### src/rtl/smb_host_pkg.sv
package smb_host_pkg;
  localparam int REG_AW = 3;

  localparam logic [REG_AW-1:0] OFS_STAT = 3'd0;
  localparam logic [REG_AW-1:0] OFS_CTL  = 3'd2;
  localparam logic [REG_AW-1:0] OFS_CMD  = 3'd3;
  localparam logic [REG_AW-1:0] OFS_ADR  = 3'd4;
  localparam logic [REG_AW-1:0] OFS_DLO  = 3'd5;
  localparam logic [REG_AW-1:0] OFS_DHI  = 3'd6;
  localparam logic [REG_AW-1:0] OFS_BLK  = 3'd7;

  localparam int START_BIT = 6;

  localparam logic [2:0] PR_QUICK = 3'd0;
  localparam logic [2:0] PR_BYTE  = 3'd1;
  localparam logic [2:0] PR_BDATA = 3'd2;
  localparam logic [2:0] PR_WORD  = 3'd3;
  localparam logic [2:0] PR_BLOCK = 3'd5;

  typedef enum logic [1:0] {
    XS_IDLE = 2'd0,
    XS_REQ  = 2'd1,
    XS_WAIT = 2'd2
  } xfer_state_e;
endpackage

### src/rtl/smb_proto_dec.sv
module smb_proto_dec
  import smb_host_pkg::*;
(
  input  logic [2:0] code,
  output logic       supported,
  output logic       is_word,
  output logic       loads_lo
);
  always_comb begin
    supported = (code == PR_QUICK) || (code == PR_BYTE) || (code == PR_BDATA) ||
                (code == PR_WORD)  || (code == PR_BLOCK);
    is_word   = (code == PR_WORD);
    loads_lo  = (code == PR_BYTE) || (code == PR_BDATA) ||
                (code == PR_WORD) || (code == PR_BLOCK);
  end
endmodule

### src/rtl/smb_blk_buf.sv
module smb_blk_buf #(
  parameter int DEPTH = 32,
  parameter int IDX_W = $clog2(DEPTH)
) (
  input  logic             clk,
  input  logic             we,
  input  logic [IDX_W-1:0] waddr,
  input  logic [7:0]       wdata,
  input  logic             ha_en,
  input  logic [IDX_W-1:0] ha_addr,
  output logic [7:0]       ha_q,
  input  logic [IDX_W-1:0] eb_addr,
  output logic [7:0]       eb_q
);
  logic [7:0] mem [DEPTH];

  always_ff @(posedge clk) begin
    if (we) mem[waddr] <= wdata;
  end

  always_ff @(posedge clk) begin
    if (ha_en) ha_q <= mem[ha_addr];
  end

  always_ff @(posedge clk) begin
    eb_q <= mem[eb_addr];
  end
endmodule

### src/rtl/smb_host_regs.sv
module smb_host_regs
  import smb_host_pkg::*;
#(
  parameter int BUF_DEPTH = 32,
  localparam int IDX_W = $clog2(BUF_DEPTH)
) (
  input  logic              clk,
  input  logic              rst,
  input  logic              reg_wr,
  input  logic              reg_rd,
  input  logic [REG_AW-1:0] reg_addr,
  input  logic [7:0]        reg_wdata,
  output logic [7:0]        reg_rdata,
  output logic              req_valid,
  input  logic              req_ready,
  output logic [2:0]        req_proto,
  output logic              req_read,
  output logic [6:0]        req_target,
  output logic [7:0]        req_cmd,
  output logic [15:0]       req_wdata,
  input  logic              rsp_valid,
  input  logic [15:0]       rsp_data,
  input  logic [IDX_W-1:0]  eng_buf_addr,
  input  logic              eng_buf_we,
  input  logic [7:0]        eng_buf_wdata,
  output logic [7:0]        eng_buf_rdata
);
  localparam logic [IDX_W-1:0] IDX_LAST = IDX_W'(BUF_DEPTH - 1);

  xfer_state_e      state_q;
  logic [4:0]       ctl_q;
  logic [7:0]       cmd_q, adr_q, dlo_q, dhi_q;
  logic             done_q, err_q;
  logic [IDX_W-1:0] idx_q;
  logic [7:0]       rd_q;
  logic             rd_blk_q;
  logic             word_q, loads_q;
  logic [7:0]       buf_hq;

  logic busy, waiting, host_ok, start_req, rsp_take, blk_acc;
  logic dec_sup, dec_word, dec_lo;

  assign busy      = (state_q != XS_IDLE);
  assign waiting   = (state_q == XS_WAIT);
  assign host_ok   = reg_wr && !busy;
  assign start_req = host_ok && (reg_addr == OFS_CTL) && reg_wdata[START_BIT];
  assign rsp_take  = waiting && rsp_valid;
  assign blk_acc   = (host_ok && reg_addr == OFS_BLK) || (reg_rd && reg_addr == OFS_BLK);
  assign req_valid = (state_q == XS_REQ);
  assign reg_rdata = rd_blk_q ? buf_hq : rd_q;

  smb_proto_dec u_dec (
    .code      (reg_wdata[4:2]),
    .supported (dec_sup),
    .is_word   (dec_word),
    .loads_lo  (dec_lo)
  );

  smb_blk_buf #(.DEPTH(BUF_DEPTH), .IDX_W(IDX_W)) u_buf (
    .clk     (clk),
    .we      (busy ? eng_buf_we : (host_ok && reg_addr == OFS_BLK)),
    .waddr   (busy ? eng_buf_addr : idx_q),
    .wdata   (busy ? eng_buf_wdata : reg_wdata),
    .ha_en   (reg_rd && reg_addr == OFS_BLK),
    .ha_addr (idx_q),
    .ha_q    (buf_hq),
    .eb_addr (eng_buf_addr),
    .eb_q    (eng_buf_rdata)
  );

  always_ff @(posedge clk) begin
    if (rst) begin
      state_q    <= XS_IDLE;
      ctl_q      <= '0;
      cmd_q      <= '0;
      adr_q      <= '0;
      dlo_q      <= '0;
      dhi_q      <= '0;
      done_q     <= 1'b0;
      err_q      <= 1'b0;
      idx_q      <= '0;
      rd_q       <= '0;
      rd_blk_q   <= 1'b0;
      word_q     <= 1'b0;
      loads_q    <= 1'b0;
      req_proto  <= '0;
      req_read   <= 1'b0;
      req_target <= '0;
      req_cmd    <= '0;
      req_wdata  <= '0;
    end else begin
      // transfer sequencing
      unique case (state_q)
        XS_IDLE: if (start_req && dec_sup) begin
          state_q    <= XS_REQ;
          req_proto  <= reg_wdata[4:2];
          req_read   <= adr_q[0];
          req_target <= adr_q[7:1];
          req_cmd    <= cmd_q;
          req_wdata  <= {dhi_q, dlo_q};
          word_q     <= dec_word;
          loads_q    <= dec_lo;
        end
        XS_REQ:  if (req_ready) state_q <= XS_WAIT;
        XS_WAIT: if (rsp_valid) state_q <= XS_IDLE;
        default: state_q <= XS_IDLE;
      endcase

      // host register writes, frozen while a transfer is open
      if (host_ok) begin
        unique case (reg_addr)
          OFS_CTL: ctl_q <= reg_wdata[4:0];
          OFS_CMD: cmd_q <= reg_wdata;
          OFS_ADR: adr_q <= reg_wdata;
          OFS_DLO: dlo_q <= reg_wdata;
          OFS_DHI: dhi_q <= reg_wdata;
          default: ;
        endcase
      end

      // status flags: clear first, completion and start events win
      if (reg_wr && reg_addr == OFS_STAT) begin
        done_q <= 1'b0;
        err_q  <= 1'b0;
      end
      if (start_req && !dec_sup) err_q <= 1'b1;
      if (start_req && dec_sup) done_q <= 1'b0;
      if (rsp_take) begin
        done_q <= 1'b1;
        if (req_read && loads_q) dlo_q <= rsp_data[7:0];
        if (req_read && word_q)  dhi_q <= rsp_data[15:8];
      end

      // block window index
      if ((reg_wr && reg_addr == OFS_STAT) || (reg_rd && reg_addr == OFS_CTL))
        idx_q <= '0;
      else if (blk_acc)
        idx_q <= (idx_q == IDX_LAST) ? '0 : idx_q + 1'b1;

      // registered read path
      if (reg_rd) begin
        rd_blk_q <= (reg_addr == OFS_BLK);
        unique case (reg_addr)
          OFS_STAT: rd_q <= {5'b0, err_q, done_q, busy};
          OFS_CTL:  rd_q <= {3'b0, ctl_q};
          OFS_CMD:  rd_q <= cmd_q;
          OFS_ADR:  rd_q <= adr_q;
          OFS_DLO:  rd_q <= dlo_q;
          OFS_DHI:  rd_q <= dhi_q;
          default:  rd_q <= '0;
        endcase
      end
    end
  end
endmodule

### config.mk
export PLATFORM = sky130hd
export DESIGN_NAME = smb_host_regs
export DESIGN_NICKNAME = d
export VERILOG_FILES = /design/src/rtl/smb_host_pkg.sv /design/src/rtl/smb_proto_dec.sv /design/src/rtl/smb_blk_buf.sv /design/src/rtl/smb_host_regs.sv
export SDC_FILE = /design/constraint.sdc
export NUM_CORES = 1
export LEC_CHECK = 0
export ABC_AREA = 1
export BUFFER_PORTS_ARGS = -buffer_cell sky130_fd_sc_hd__buf_2
export CORE_ASPECT_RATIO = 0.75
export CORE_UTILIZATION = 45
export CTS_CLUSTER_DIAMETER = 40
export DETAILED_ROUTE_END_ITERATION = 10
export GPL_ROUTABILITY_DRIVEN = 1
export PLACE_DENSITY_LB_ADDON = 0.12
export SLEW_MARGIN = 0
export SYNTH_ARGS = -nofsm -noshare
export SYNTH_HDL_FRONTEND = slang
export SYNTH_SLANG_ARGS = --single-unit
### constraint.sdc
create_clock -name clk -period 5.75 [get_ports clk]
set_input_delay 0.2875 -clock clk [delete_from_list [all_inputs] [get_ports clk]]
set_output_delay 0.2875 -clock clk [all_outputs]
set_load 0.02 [all_outputs]
==> impl_metrics.ini, run 1 <==
[outcome]
outcome = complete, no violations

[logic_synthesis]
syn_nets = 2274
syn_area_sq_um = 18000
yosys-top-cells-area = edfxtp_1, nand2_1, dfxtp_1
ys_ff_latch = 364
syn_area_per_cell_sq_um = 8.10
synthFlopType = edfxtp_1
ys_seq_area_frac = 0.551
synth-async-reset-ratio = 0
ys_warn_count = 0
synth_top_area_cell = edfxtp_1
synth_most_common_cell = nand2_1
synth_edf_count = 264
synth.distinct_cells = 31
synth_common_cells = nand2_1, nand3_1, edfxtp_1
synthDominantCellAreaShare = 0.440
syn-instance-count = 2225

[power]
power_density_nw_per_um2 = 303
p_leak_uw = 0.00845
internal-power_uw = 4630
switching_power_uw = 1540
seqPwrFrac = 0.464
swShare = 0.249
ir_drop_uv = 265
combPwrFrac = 0.072
clkPwrFrac = 0.464

[sta]
drv_slew = 0
rsz0062_at_grt = false
tightest_slew_ns = 1.12
relSlewSlack = 0.247
hold_slack_ns = 0.0573
max_freq_mhz = 297
final_hold_viol_count = 0
setup_viol = 0
finalCritPeriodShare = 0.586
setup_tns_ns = 0
period_needed_ns = 3.37
fin_skew_ns = 0.0141

[worst_setup_path]
ff2ff_path_depth = 6
critPathBufInv = 2
critPathTopFamily = simple AND/OR/NAND/NOR gates
critPathSlowestCell = dfxtp_4
crit_path_end_kind = register
cp.required_ns = 5.93
path_max_fanout = 75
crit_chain = clkinv_2 > nand2_1 > o21ai_0 > inv_1 > nand3_1 > nor2_1
worstSetupPathType = register to register
arrival_ns = 3.55
ff2ff_setup_slack_ns = 2.38
r2r-end = u_buf.mem[1][5]
reg2reg_from = idx_q[0]
critPathMaxStageDelay_ns = 0.91
start_kind = register

[drt]
viasPerCell = 5.64
drc_errors = 0
firstDrtPassIters = 6
num_vias = 15900
drt_wl_total_um = 60200
drt_iter0_drc = 2331
ant_nets = 0
routedWlPerCell_um = 21.3

[final_layout]
diodes = 0
fillers = 3649
fin_util = 0.516
area_growth_pct = 12.9
final_nets = 2314
drive_above_1_share = 0.116

[hold_path]
hold_path_end = state_q[1]
min_from = rsp_valid
holdPathStages = 4
hp-class = input pin to register

[global_route]
first_global_vias = 14400
grt_usage = 0.293
grt_overflow = 0
grt_start_max_net_pins = 76
antenna_found_initial = 0
grt_first_pass_wirelength_um = 89400

[floorplan]
start_util = 0.457
io_pins = 99
die_area_sq_um = 40900
die_h_um = 175
row_count = 63
die_w_um = 233
core_sq_um = 39500

[clock_network]
clockRootBuffer = clkbuf_16
cts_max_level = 2
clock_path_buffers = 3
cts_setup_buffers = 0
cts_sinks = 364
post_cts_resize_count = 0
cts_made_buffers = 45
clock_latency_ns = 0.56
clk_pin_slew_ns = 0.06
tritoncts = built

[placed_design]
hpwl_um = 40000
gp_congestion = 0.975
io_buffers = 98

[run]
maxCapViolCount = 0
-- cell families after synthesis --
logic type	share of synthesized area
buffers and inverters	0.0620
multiplexers	0.00500
AO/OA/AOI/OAI	0.0544
adder cells (fa/ha/maj)	0.00139
flip-flops	0.551
AND/OR/NAND/NOR	0.325
XOR/XNOR	0.00146
-- power by group through the flow --
stage / Clock (uW) / Sequential, uW / Combinational [uW]
finish: 2860 / 2860 / 444
floorplan: 0 / 2910 / 261
global route: 3000 / 2860 / 480
CTS: 2890 / 2860 / 434
global placement: 0 / 2910 / 428
detailed placement: 0 / 2910 / 428
-- cells in the final DEF (no fill, tap or decap), types with 47 or more instances in the layout --
cell,instances
nand3_1,341
nand2_1,886
inv_1,126
o21ai_0,64
clkbuf_16,47
edfxtp_1,264
nor2_1,137
buf_2,97
a21oi_1,66
dfxtp_1,98
-- repair_timing --
item	4_1_cts	5_1_grt
endpoints found under the hold margin	11	0
hold buffers	10	0
endpoints found under the setup margin	0	0
-- worst register-to-register path, stage by stage (launching register included) --
cell and delay, ns:
dfxtp_4 0.91, clkinv_2 0.15, nand2_1 0.09, o21ai_0 0.13
inv_1 0.13, nand3_1 0.70, nor2_1 0.89
-- registers in the layout, indices dropped and copies added, names as in the netlist, 7 cells and up --
name / cells
cmd_q: 8
adr_q: 8
u_buf.eb_q: 8
u_buf.mem: 256
req_wdata: 16
rd_q: 8
req_target: 7
u_buf.ha_q: 8
req_cmd: 8
dlo_q: 8
dhi_q: 8
-- layout make-up --
cell class | instances | area (sq um) | share of cell area
sequential | 364 | 9930 | 0.488
multi-input combinational | 1594 | 7010 | 0.344
clock buffer | 52 | 1200 | 0.0592
timing repair buffer | 125 | 721 | 0.0354
tap | 520 | 651 | 0.0319
inverter | 135 | 512 | 0.0251
clock inverter | 32 | 333 | 0.0163
-- layer usage --
metal | global-route usage | wire [um] | vias up | share of wire
met3 | 0.0682 | 6630 | 101 | 0.11
met1 | 0.453 | 27400 | 7535 | 0.46
li1 | - | - | 7392 | -
met2 | 0.406 | 24700 | 894 | 0.41
met4 | 0.0798 | 1510 | 0 | 0.025
met5 | 0 | 0 | - | 0
-- metrics by stage --
| step | worst slack (ns) | area, sq um | power [uW] | std cells |
|---|---|---|---|---|
| 6_report | 2.38 | 20400 | 6160 | 2822 |
| 5_1_grt | 2.24 | 20400 | 6340 | 2822 |
| 4_1_cts | 2.47 | 20400 | 6180 | 2822 |
| 3_5_place_dp | 2.28 | 18700 | 3340 | 2728 |
| 3_3_place_gp | 2.32 | 18700 | 3340 | 2728 |
| 2_1_floorplan | 3.25 | 18000 | 3170 | 2225 |
-- how the worst max path moves through the flow --
stage	start	endpoint	slack, ns	depth (start not counted)
4_1_cts	idx_q[0]	u_buf.mem[1][5]	2.47	6
6_report	idx_q[0]	u_buf.mem[1][5]	2.38	6
3_5_place_dp	eng_buf_addr[2]	u_buf.mem[30][3]	2.28	6
3_3_place_gp	eng_buf_addr[2]	u_buf.mem[30][0]	2.32	6
2_1_floorplan	state_q[0]	u_buf.mem[0][0]	3.25	4
5_1_grt	idx_q[0]	u_buf.mem[15][3]	2.24	6
Note: power is estimated with default switching activity, not from simulation.
==> run 2: changes to the inputs <==
clock period = 3.3 ns   (was 5.75 ns; I/O delays follow)
==> run 2 against run 1 <==
  * Utilization is 1.7 points higher
  * Sequential share of layout area is 1.6 points lower
  * Global-route usage decreased by 0.50 points
  * Final cell count up 2.4%
  * Combinational power up 83%
  * Largest cell class unchanged
  * Hold slack worse by 0.026 ns
  * Flip-flop and latch count is the same
  * Critical path depth is 1 lower
  * Die area is the same
==> impl_metrics.ini, run 2 (synthesis gave the netlist of run 1 again) <==
[outcome]
outcome = complete, no violations

[clock_network]
clockRootBuffer = clkbuf_16
cts_setup_buffers = 0
clock_latency_ns = 0.58
tritoncts = built
cts_max_level = 2
cts_made_buffers = 49
cts_sinks = 364
clock_path_buffers = 3
clk_pin_slew_ns = 0.06

[final_layout]
final_nets = 2377
final_common_cell = nand2_1
reg_top3 = u_buf.mem: 256 flops, req_wdata: 16 flops
regArea_sq_um = 9930
fillers = 3652
drive_above_1_share = 0.132
largest_register_ffs = 256
fin_util = 0.533
multi_input_area_sq_um = 7000
area_growth_pct = 16.8
final_cell_mix = nand2_1, nand3_1, edfxtp_1
regMostFlops = u_buf.mem

[floorplan]
die_area_sq_um = 40900
core_sq_um = 39500
start_util = 0.457
die_w_um = 233
io_pins = 99
die_h_um = 175
row_count = 63

[global_route]
grt_overflow = 0
grt_start_max_net_pins = 101
antenna_found_initial = 1
grt_first_pass_wirelength_um = 88600
first_global_vias = 14600
grt_usage = 0.288

[sta]
drv_slew = 0
relSlewSlack = 0.190
max_freq_mhz = 369
finalCritPeriodShare = 0.821
final_hold_viol_count = 0
fin_skew_ns = 0.0287
rsz0062_at_grt = false
setup_viol = 0
setup_tns_ns = 0
tightest_slew_ns = 1.21
period_needed_ns = 2.71

[worst_setup_path]
worstSetupPathType = register to register
crit_path_end_kind = register
path_max_fanout = 14
reg2reg_from = state_q[1]
crit_path_start = state_q[1]
critPathMaxStageDelay_ns = 0.80
start_kind = register
critPathSlowestCell = nor2_1
crit_chain = nor2_4 > nand2_4 > o21ai_2 > nand3_1 > nor2_1
critPathTopFamily = simple AND/OR/NAND/NOR gates
cp.required_ns = 3.49
arrival_ns = 2.90
critPathBufInv = 0

[power]
power_density_nw_per_um2 = 536
ir_drop_uv = 380
p_leak_uw = 0.00885

[drt]
viasPerCell = 5.51
ant_nets = 0
drt_iter0_drc = 2089
drt_wl_total_um = 59000
drc_errors = 0
firstDrtPassIters = 7
num_vias = 15900
routedWlPerCell_um = 20.4

[placed_design]
io_buffers = 98
hpwl_um = 38000
gp_congestion = 0.928

[hold_path]
min_from = reg_wdata[1]
hp-class = input pin to register

[run]
maxCapViolCount = 0
==> run 2: cell count changes in the layout (fill, tap and decap cells not counted), moves of 2 or more <==
cell | previous run | this run
buf_12 | 0 | 3
inv_6 | 4 | 7
nand2_1 | 886 | 889
bufinv_16 | 3 | 6
clkbuf_16 | 47 | 50
nand2_2 | 24 | 21
dlygate4sd3_1 | 10 | 26
clkinv_1 | 6 | 9
clkinvlp_4 | 6 | 4
inv_8 | 6 | 4
buf_4 | 18 | 58
==> run 2: area by class of cell <==
| type | count | area share |
|---|---|---|
| repair buffers | 184 | 0.0590 |
| inverters | 135 | 0.0243 |
| clock buffers | 54 | 0.0606 |
| multi-input cells | 1594 | 0.333 |
| clock inverters | 38 | 0.0206 |
| well taps | 520 | 0.0309 |
| flip-flops and latches | 364 | 0.472 |
| diodes | 1 | 0.000119 |
==> run 2: final timing paths <==
path	end	slack [ns]	cells past startpoint
worst max-delay path	u_buf.mem[23][5]	0.59	5
worst min-delay path	ctl_q[1]	0.03	3
worst max register to register	u_buf.mem[23][5]	0.59	5
worst min register to register	req_wdata[11]	0.45	2
==> run 2: metrics by stage <==
step           instances  setup WS (ns)  hold WS, ns  total power (uW)  cell area, sq um
6_report            2890          0.592       0.0314             11300             21100
5_1_grt             2889          0.406       0.0361             11600             21100
4_1_cts             2889          0.627     0.000278             11300             21100
3_5_place_dp        2771          0.624        0.398              5830             19100
3_3_place_gp        2771          0.667        0.390              5830             19100
2_1_floorplan       2225          0.799        0.300              5530             18000
==> run 2: tightest hold or removal path, stage by stage <==
cell	delay (ns)
buf_2	0.22
o21ai_0	0.12
nor2_1	0.07
==> run 2: what timing repair did <==
action / in CTS / in global routing
endpoints found under the setup margin: 0 / 0
hold endpoints to repair: 42 / 0
resized for setup: 0 / 0
hold buffers: 26 / 0
==> run 2: power breakdown <==
group          internal (uW)  total (uW)  switching [uW]  leakage, uW
sequential              4940        4960            23.3      0.00319
combinational            218         811             593      0.00483
clock                   3330        5510            2180     0.000828
total                   8490       11300            2800      0.00885
==> run 2: per-layer routing <==
metal | part of all wire | track usage
met1 | 0.46 | 0.445
met2 | 0.42 | 0.409
met3 | 0.10 | 0.0575
met4 | 0.018 | 0.0719
met5 | 0.00024 | 0
